**config.mk**
```make
export PLATFORM = sky130hd
export DESIGN_NAME = evict_line_buf
export DESIGN_NICKNAME = d
export VERILOG_FILES = /design/src/rtl/evbuf_pkg.sv /design/src/rtl/evbuf_store.sv /design/src/rtl/evbuf_drain.sv /design/src/rtl/evbuf_hazard.sv /design/src/rtl/evict_line_buf.sv
export SDC_FILE = /design/constraint.sdc
export NUM_CORES = 1
export LEC_CHECK = 0
export BUFFER_PORTS_ARGS = -buffer_cell sky130_fd_sc_hd__buf_2
export CORE_MARGIN = 4
export CORE_UTILIZATION = 35
export DETAILED_ROUTE_END_ITERATION = 7
export MAX_ROUTING_LAYER = met4
export SLEW_MARGIN = 10
export SYNTH_ARGS = -nofsm -noshare
export SYNTH_HDL_FRONTEND = slang
export SYNTH_SLANG_ARGS = --single-unit
```
**constraint.sdc**
```tcl
create_clock -name clk -period 6.1 [get_ports clk]
set_input_delay 0.915 -clock clk [delete_from_list [all_inputs] [get_ports clk]]
set_output_delay 0.915 -clock clk [all_outputs]
set_load 0.02 [all_outputs]
```
**src/rtl/evbuf_pkg.sv**
```systemverilog
package evbuf_pkg;
  parameter int unsigned EB_ADDR_W = 32;
  parameter int unsigned EB_WORD_W = 32;
  parameter int unsigned EB_WORDS  = 4;

  typedef enum logic [1:0] {
    EB_IDLE  = 2'd0,
    EB_SEND  = 2'd1,
    EB_YIELD = 2'd2
  } eb_state_t;
endpackage

```
**src/rtl/evbuf_store.sv**
```systemverilog
module evbuf_store #(
  parameter int unsigned WORD_W = 32,
  parameter int unsigned WORDS  = 4,
  parameter int unsigned TAG_W  = 28,
  localparam int unsigned IDX_W = (WORDS > 1) ? $clog2(WORDS) : 1
) (
  input  logic                    clk,
  input  logic                    rst_n,
  input  logic                    load,
  input  logic [TAG_W-1:0]        in_tag,
  input  logic [WORD_W*WORDS-1:0] in_line,
  input  logic [IDX_W-1:0]        rd_idx,
  output logic [WORD_W-1:0]       rd_word,
  output logic [TAG_W-1:0]        held_tag
);
  logic [WORD_W-1:0] words_q [WORDS];

  genvar g;
  generate
    for (g = 0; g < WORDS; g++) begin : g_word
      always_ff @(posedge clk) begin
        if (!rst_n) begin
          words_q[g] <= '0;
        end else if (load) begin
          words_q[g] <= in_line[g*WORD_W +: WORD_W];
        end
      end
    end
  endgenerate

  always_ff @(posedge clk) begin
    if (!rst_n) begin
      held_tag <= '0;
    end else if (load) begin
      held_tag <= in_tag;
    end
  end

  assign rd_word = words_q[rd_idx];
endmodule

```
**src/rtl/evbuf_drain.sv**
```systemverilog
module evbuf_drain
  import evbuf_pkg::*;
#(
  parameter int unsigned WORDS = 4,
  localparam int unsigned IDX_W = (WORDS > 1) ? $clog2(WORDS) : 1
) (
  input  logic             clk,
  input  logic             rst_n,
  input  logic             load,
  input  logic             yield_bus,
  input  logic             mem_ack,
  output logic             full,
  output logic [IDX_W-1:0] idx,
  output logic             mem_req,
  output logic             word_done,
  output logic             last_done
);
  localparam logic [IDX_W-1:0] LAST_IDX = IDX_W'(WORDS - 1);

  eb_state_t state_q, state_d;
  logic [IDX_W-1:0] idx_q;

  assign full      = (state_q != EB_IDLE);
  assign mem_req   = full && !yield_bus;
  assign word_done = mem_req && mem_ack;
  assign last_done = word_done && (idx_q == LAST_IDX);
  assign idx       = idx_q;

  always_comb begin
    state_d = state_q;
    unique case (state_q)
      EB_IDLE:  if (load) state_d = EB_SEND;
      EB_SEND:  begin
        if (last_done)      state_d = EB_IDLE;
        else if (yield_bus) state_d = EB_YIELD;
      end
      EB_YIELD: if (!yield_bus) state_d = EB_SEND;
      default:  state_d = EB_IDLE;
    endcase
    if (last_done) state_d = EB_IDLE;
  end

  always_ff @(posedge clk) begin
    if (!rst_n) begin
      state_q <= EB_IDLE;
      idx_q   <= '0;
    end else begin
      state_q <= state_d;
      if (load)           idx_q <= '0;
      else if (last_done) idx_q <= '0;
      else if (word_done) idx_q <= idx_q + 1'b1;
    end
  end

  a_r8_empty_after_last: assert property (@(posedge clk) disable iff (!rst_n)
    last_done |=> !full);
  a_r3_no_overflow: assert property (@(posedge clk) disable iff (!rst_n)
    load |-> !full);
endmodule

```
**src/rtl/evbuf_hazard.sv**
```systemverilog
module evbuf_hazard #(
  parameter int unsigned TAG_W = 28
) (
  input  logic             full,
  input  logic [TAG_W-1:0] held_tag,
  input  logic             refill_req,
  input  logic [TAG_W-1:0] refill_tag,
  output logic             hit,
  output logic             go
);
  function automatic logic same_line(input logic [TAG_W-1:0] a,
                                     input logic [TAG_W-1:0] b);
    return a == b;
  endfunction

  assign hit = full && same_line(held_tag, refill_tag);
  assign go  = refill_req && !hit;
endmodule

```
**src/rtl/evict_line_buf.sv**
```systemverilog
module evict_line_buf
  import evbuf_pkg::*;
#(
  parameter int unsigned ADDR_W = EB_ADDR_W,
  parameter int unsigned WORD_W = EB_WORD_W,
  parameter int unsigned WORDS  = EB_WORDS,
  localparam int unsigned LINE_BYTES = WORDS * WORD_W / 8,
  localparam int unsigned OFFS_W = $clog2(LINE_BYTES),
  localparam int unsigned TAG_W  = ADDR_W - OFFS_W,
  localparam int unsigned IDX_W  = (WORDS > 1) ? $clog2(WORDS) : 1
) (
  input  logic                    clk,
  input  logic                    rst_n,
  input  logic                    cap_valid,
  input  logic                    cap_wb_mode,
  input  logic                    cap_dirty,
  input  logic [TAG_W-1:0]        cap_tag,
  input  logic [WORD_W*WORDS-1:0] cap_line,
  output logic                    cap_ready,
  input  logic                    refill_req,
  input  logic [TAG_W-1:0]        refill_tag,
  output logic                    refill_go,
  output logic                    mem_req,
  output logic [ADDR_W-1:0]       mem_addr,
  output logic [WORD_W-1:0]       mem_data,
  input  logic                    mem_ack,
  output logic                    buf_empty,
  output logic                    buf_hit
);
  function automatic logic [ADDR_W-1:0] word_byte_addr(
      input logic [TAG_W-1:0] tag, input logic [IDX_W-1:0] n);
    logic [ADDR_W-1:0] base;
    base = {tag, {OFFS_W{1'b0}}};
    return base + ADDR_W'(n) * ADDR_W'(WORD_W / 8);
  endfunction

  logic             cap_fire;
  logic             full;
  logic [IDX_W-1:0] idx;
  logic [TAG_W-1:0] held_tag;
  logic             word_done;
  logic             last_done;

  assign cap_ready = !full;
  assign cap_fire  = cap_valid && cap_wb_mode && cap_dirty && cap_ready;
  assign buf_empty = !full;

  evbuf_store #(.WORD_W(WORD_W), .WORDS(WORDS), .TAG_W(TAG_W)) i_store (
    .clk      (clk),
    .rst_n    (rst_n),
    .load     (cap_fire),
    .in_tag   (cap_tag),
    .in_line  (cap_line),
    .rd_idx   (idx),
    .rd_word  (mem_data),
    .held_tag (held_tag)
  );

  evbuf_hazard #(.TAG_W(TAG_W)) i_hazard (
    .full       (full),
    .held_tag   (held_tag),
    .refill_req (refill_req),
    .refill_tag (refill_tag),
    .hit        (buf_hit),
    .go         (refill_go)
  );

  evbuf_drain #(.WORDS(WORDS)) i_drain (
    .clk       (clk),
    .rst_n     (rst_n),
    .load      (cap_fire),
    .yield_bus (refill_go),
    .mem_ack   (mem_ack),
    .full      (full),
    .idx       (idx),
    .mem_req   (mem_req),
    .word_done (word_done),
    .last_done (last_done)
  );

  assign mem_addr = word_byte_addr(held_tag, idx);

  a_r6_refill_first: assert property (@(posedge clk) disable iff (!rst_n)
    refill_go |-> !mem_req);
  a_r7_no_stale: assert property (@(posedge clk) disable iff (!rst_n)
    buf_hit |-> !refill_go);
  a_r5_hold_word: assert property (@(posedge clk) disable iff (!rst_n)
    (mem_req && !mem_ack) |=> ($stable(mem_addr) && $stable(mem_data)));
  a_r2_capture_gate: assert property (@(posedge clk) disable iff (!rst_n)
    (buf_empty && !(cap_valid && cap_wb_mode && cap_dirty)) |=> buf_empty);
endmodule

```
==> flow_summary.toml <==
[clock_network]
clock_path_buffers = 2
post_cts_resized = 0
post-cts-setup-buffer-count = 0
cts-buffers-inserted = 17
clk_root_buffer_cell = "clkbuf_16"
cts_tree = "done"
ctsHtreeMaxLevel = 4
insertion_delay_ns = 0.42
ctsHoldBuffers = 0
clock_sinks = 162
clk_pin_slew_ns = 0.06

[routing]
wl_per_cell_um = 17.9
drt_iter0_drc = 238
drc = 0
num_vias = 5058
via_per_inst = 4.90
first_pass_iters = 4
wirelength_um = 18500
antenna_left = 0

[placement]
globalplace.congestion = 0.810
place_ws_ns = 2.66
io_buffers = 257
post-dp-hpwl_um = 12900
placed_cell_area_um2 = 8610

[logic_synthesis]
syn-cell-area_um2 = 7120
synthCells = 516
ys_warn_count = 0
synth-seq-cells = 162
yosys.area.top_type_share_pct = 54.0
avgSynthCellArea_um2 = 13.8
yosys.area.top_type = "edfxtp_1"
async_flop_share_pct = 0
ys_types = 27
ys_top_cells_by_area = "edfxtp_1, and3_1, mux4_2, dfxtp_1, xor2_1"
synthFlopType = "edfxtp_1"
synth-edff-count = 128
ys_seq_area_share_pct = 63.5

[pwr]
seqPwrFrac_pct = 49.4
p_int_mw = 2.00
pwr-share-comb_pct = 8.9
cellPowerDensity_nw_per_um2 = 279
swShare_pct = 22.2
clkPwrFrac_pct = 41.8
p_leak_nw = 4.30
power_switching_mw = 0.570
ir_drop_v = 0.000173

[sta]
clock_skew_ns = 0.0111
max_freq_mhz = 295
finalCritPeriodShare_pct = 55.6
hold_viol = 0
report.final.slew_viol_count = 0
report.final.setup_viol = 0
rsz0062_at_grt = "false"
worst_pin_slew_ns = 1.09
relSlewSlack_pct = 27.6
tns_ns = 0
fin_ws_ns = 2.71
fin_crit_ns = 3.39

[floorplan]
core_um2 = 19700
std_cell_rows = 51
die_area_um2 = 22700
fp.dieW_um = 151
fp.dieH_um = 151
start_util_pct = 36.1
num_io_pins = 260

[critical_path]
cp.arrival_ns = 2.48
crit_required_ns = 5.18
critical_path.endpoint_type = "primary output"
r2r_slack_ns = 3.09
cp_max_fo = 7
startpoint_type = "input pin"
reg2reg_depth = 4
r2r_start = "i_drain.state_q[0]"
r2r-end = "i_store.words_q[1][28]"
path_class = "in -> out"

[global_routing]
grt_start_max_net_pins = 91
grt_usage_pct = 16.6
grt_pass1_wl_um = 28200
grt.overflow.total = 0
antenna_found_initial = 4
first_global_vias = 5325

[run]
cap_violations = 0

[hold_path]
hp-class = "reg -> reg"
hold_start = "i_store.held_tag[17]"
worstHoldEndpoint = "i_store.held_tag[17]"
min_delay_path_depth = 2

[finish]
fin_util_pct = 46.8
drive_gt1_share_pct = 43.7
final_nets = 943
area_growth_pct = 29.4
design_area_um2 = 9220

[status]
status = "completed"
[power groups by stage]
| stage | Clock, mW | Combinational [mW] | Sequential (mW) |
|---|---|---|---|
| 2_1_floorplan | 0 | 0.116 | 1.30 |
| 3_3_place_gp | 0 | 0.227 | 1.29 |
| 3_5_place_dp | 0 | 0.231 | 1.29 |
| 4_1_cts | 1.10 | 0.232 | 1.27 |
| 5_1_grt | 1.16 | 0.249 | 1.27 |
| 6_report | 1.07 | 0.228 | 1.27 |
[registers in the layout (all words and copies together) (netlist names), named ones only]
register / count
i_store.words_q: 128
i_store.held_tag: 28
i_drain.idx: 2
i_drain.state_q: 2
[stage by stage]
step / power (mW) / hold WS [ns] / std cells
3_5_place_dp: 1.52 / 0.489 / 997
4_1_cts: 2.60 / 0.498 / 1029
6_report: 2.57 / 0.494 / 1033
5_1_grt: 2.68 / 0.514 / 1033
2_1_floorplan: 1.41 / 0.563 / 517
3_3_place_gp: 1.51 / 0.477 / 997
[final cells by class]
cell class | count | area, um2
diodes | 4 | 10.0
clock buffers | 28 | 576
clock inverters | 4 | 30.0
fillers | 1809 | 10500
inverters | 1 | 3.75
multi-input cells | 307 | 2420
flip-flops and latches | 162 | 4530
well taps | 265 | 332
repair buffers | 262 | 1330
[synth_stat cells (4+ instances only)]
library cell / instances
a21oi_1: 4
clkbuf_1: 36
o21ai_0: 4
nor2_1: 5
dfxtp_1: 34
buf_2: 4
edfxtp_1: 128
nor4_1: 4
nand2_1: 58
mux4_2: 32
buf_1: 4
xor2_1: 29
a21boi_0: 28
and3_1: 128
[placed cells by master, fill, tap and decap left out, drive strengths merged]
cell / synthesis / layout
buf: 11 / 262
and3: 129 / 129
edfxtp: 128 / 128
nand2: 58 / 58
dfxtp: 34 / 34
mux4: 32 / 32
xor2: 29 / 29
a21boi: 28 / 28
clkbuf: 36 / 28
nor4: 6 / 6
nor2: 5 / 5
o21ai: 5 / 5
diode: 0 / 4
a21oi: 4 / 4
inv: 1 / 4
nand4: 3 / 3
conb: 1 / 2
nor3: 1 / 1
and4: 1 / 1
nor2b: 1 / 1
nand4b: 1 / 1
or4: 1 / 1
ha: 1 / 1
clkinv: 0 / 1
[cells by family (layout without fill, tap and decap cells)]
logic type	after synthesis	count (layout)	synth area share (%)
compound gates	37	37	3.64
fa+ha+maj	1	1	0.176
flops	162	162	63.5
xor+xnor	29	29	3.57
simple gates	206	206	16.2
other cells	1	6	0.0526
buf+inv	48	295	2.76
mux	32	32	10.1
[worst max-delay path by stage]
| stage | depth (start not counted) | slack, ns | start | endpoint |
|---|---|---|---|---|
| final | 8 | 2.71 | refill_tag[23] | mem_req |
| after global routing | 8 | 2.60 | refill_tag[4] | mem_req |
| after CTS | 8 | 2.66 | refill_tag[23] | mem_req |
| after detailed placement | 8 | 2.66 | refill_tag[23] | mem_req |
| after global placement | 8 | 2.71 | refill_tag[23] | mem_req |
| after floorplan | 3 | 1.52 | cap_dirty | i_store.words_q[0][0] |
[worst max-delay path: stages]
cell and delay (ns):
buf_2 0.10, xor2_1 0.14, nor4_2 0.46, nand4_1 0.22
o21ai_2 0.27, inv_2 0.11, nor2_1 0.09, buf_2 0.17
[routing by layer]
| metal | GRT usage (%) | vias up | part of all wire (%) |
|---|---|---|---|
| li1 | - | 2410 | - |
| met1 | 20.3 | 2434 | 41 |
| met3 | 6.05 | 15 | 9.0 |
| met4 | 4.08 | 0 | 1.1 |
| met5 | - | - | 0 |
| met2 | 26.5 | 199 | 49 |
(Power assumes the default switching activity.)
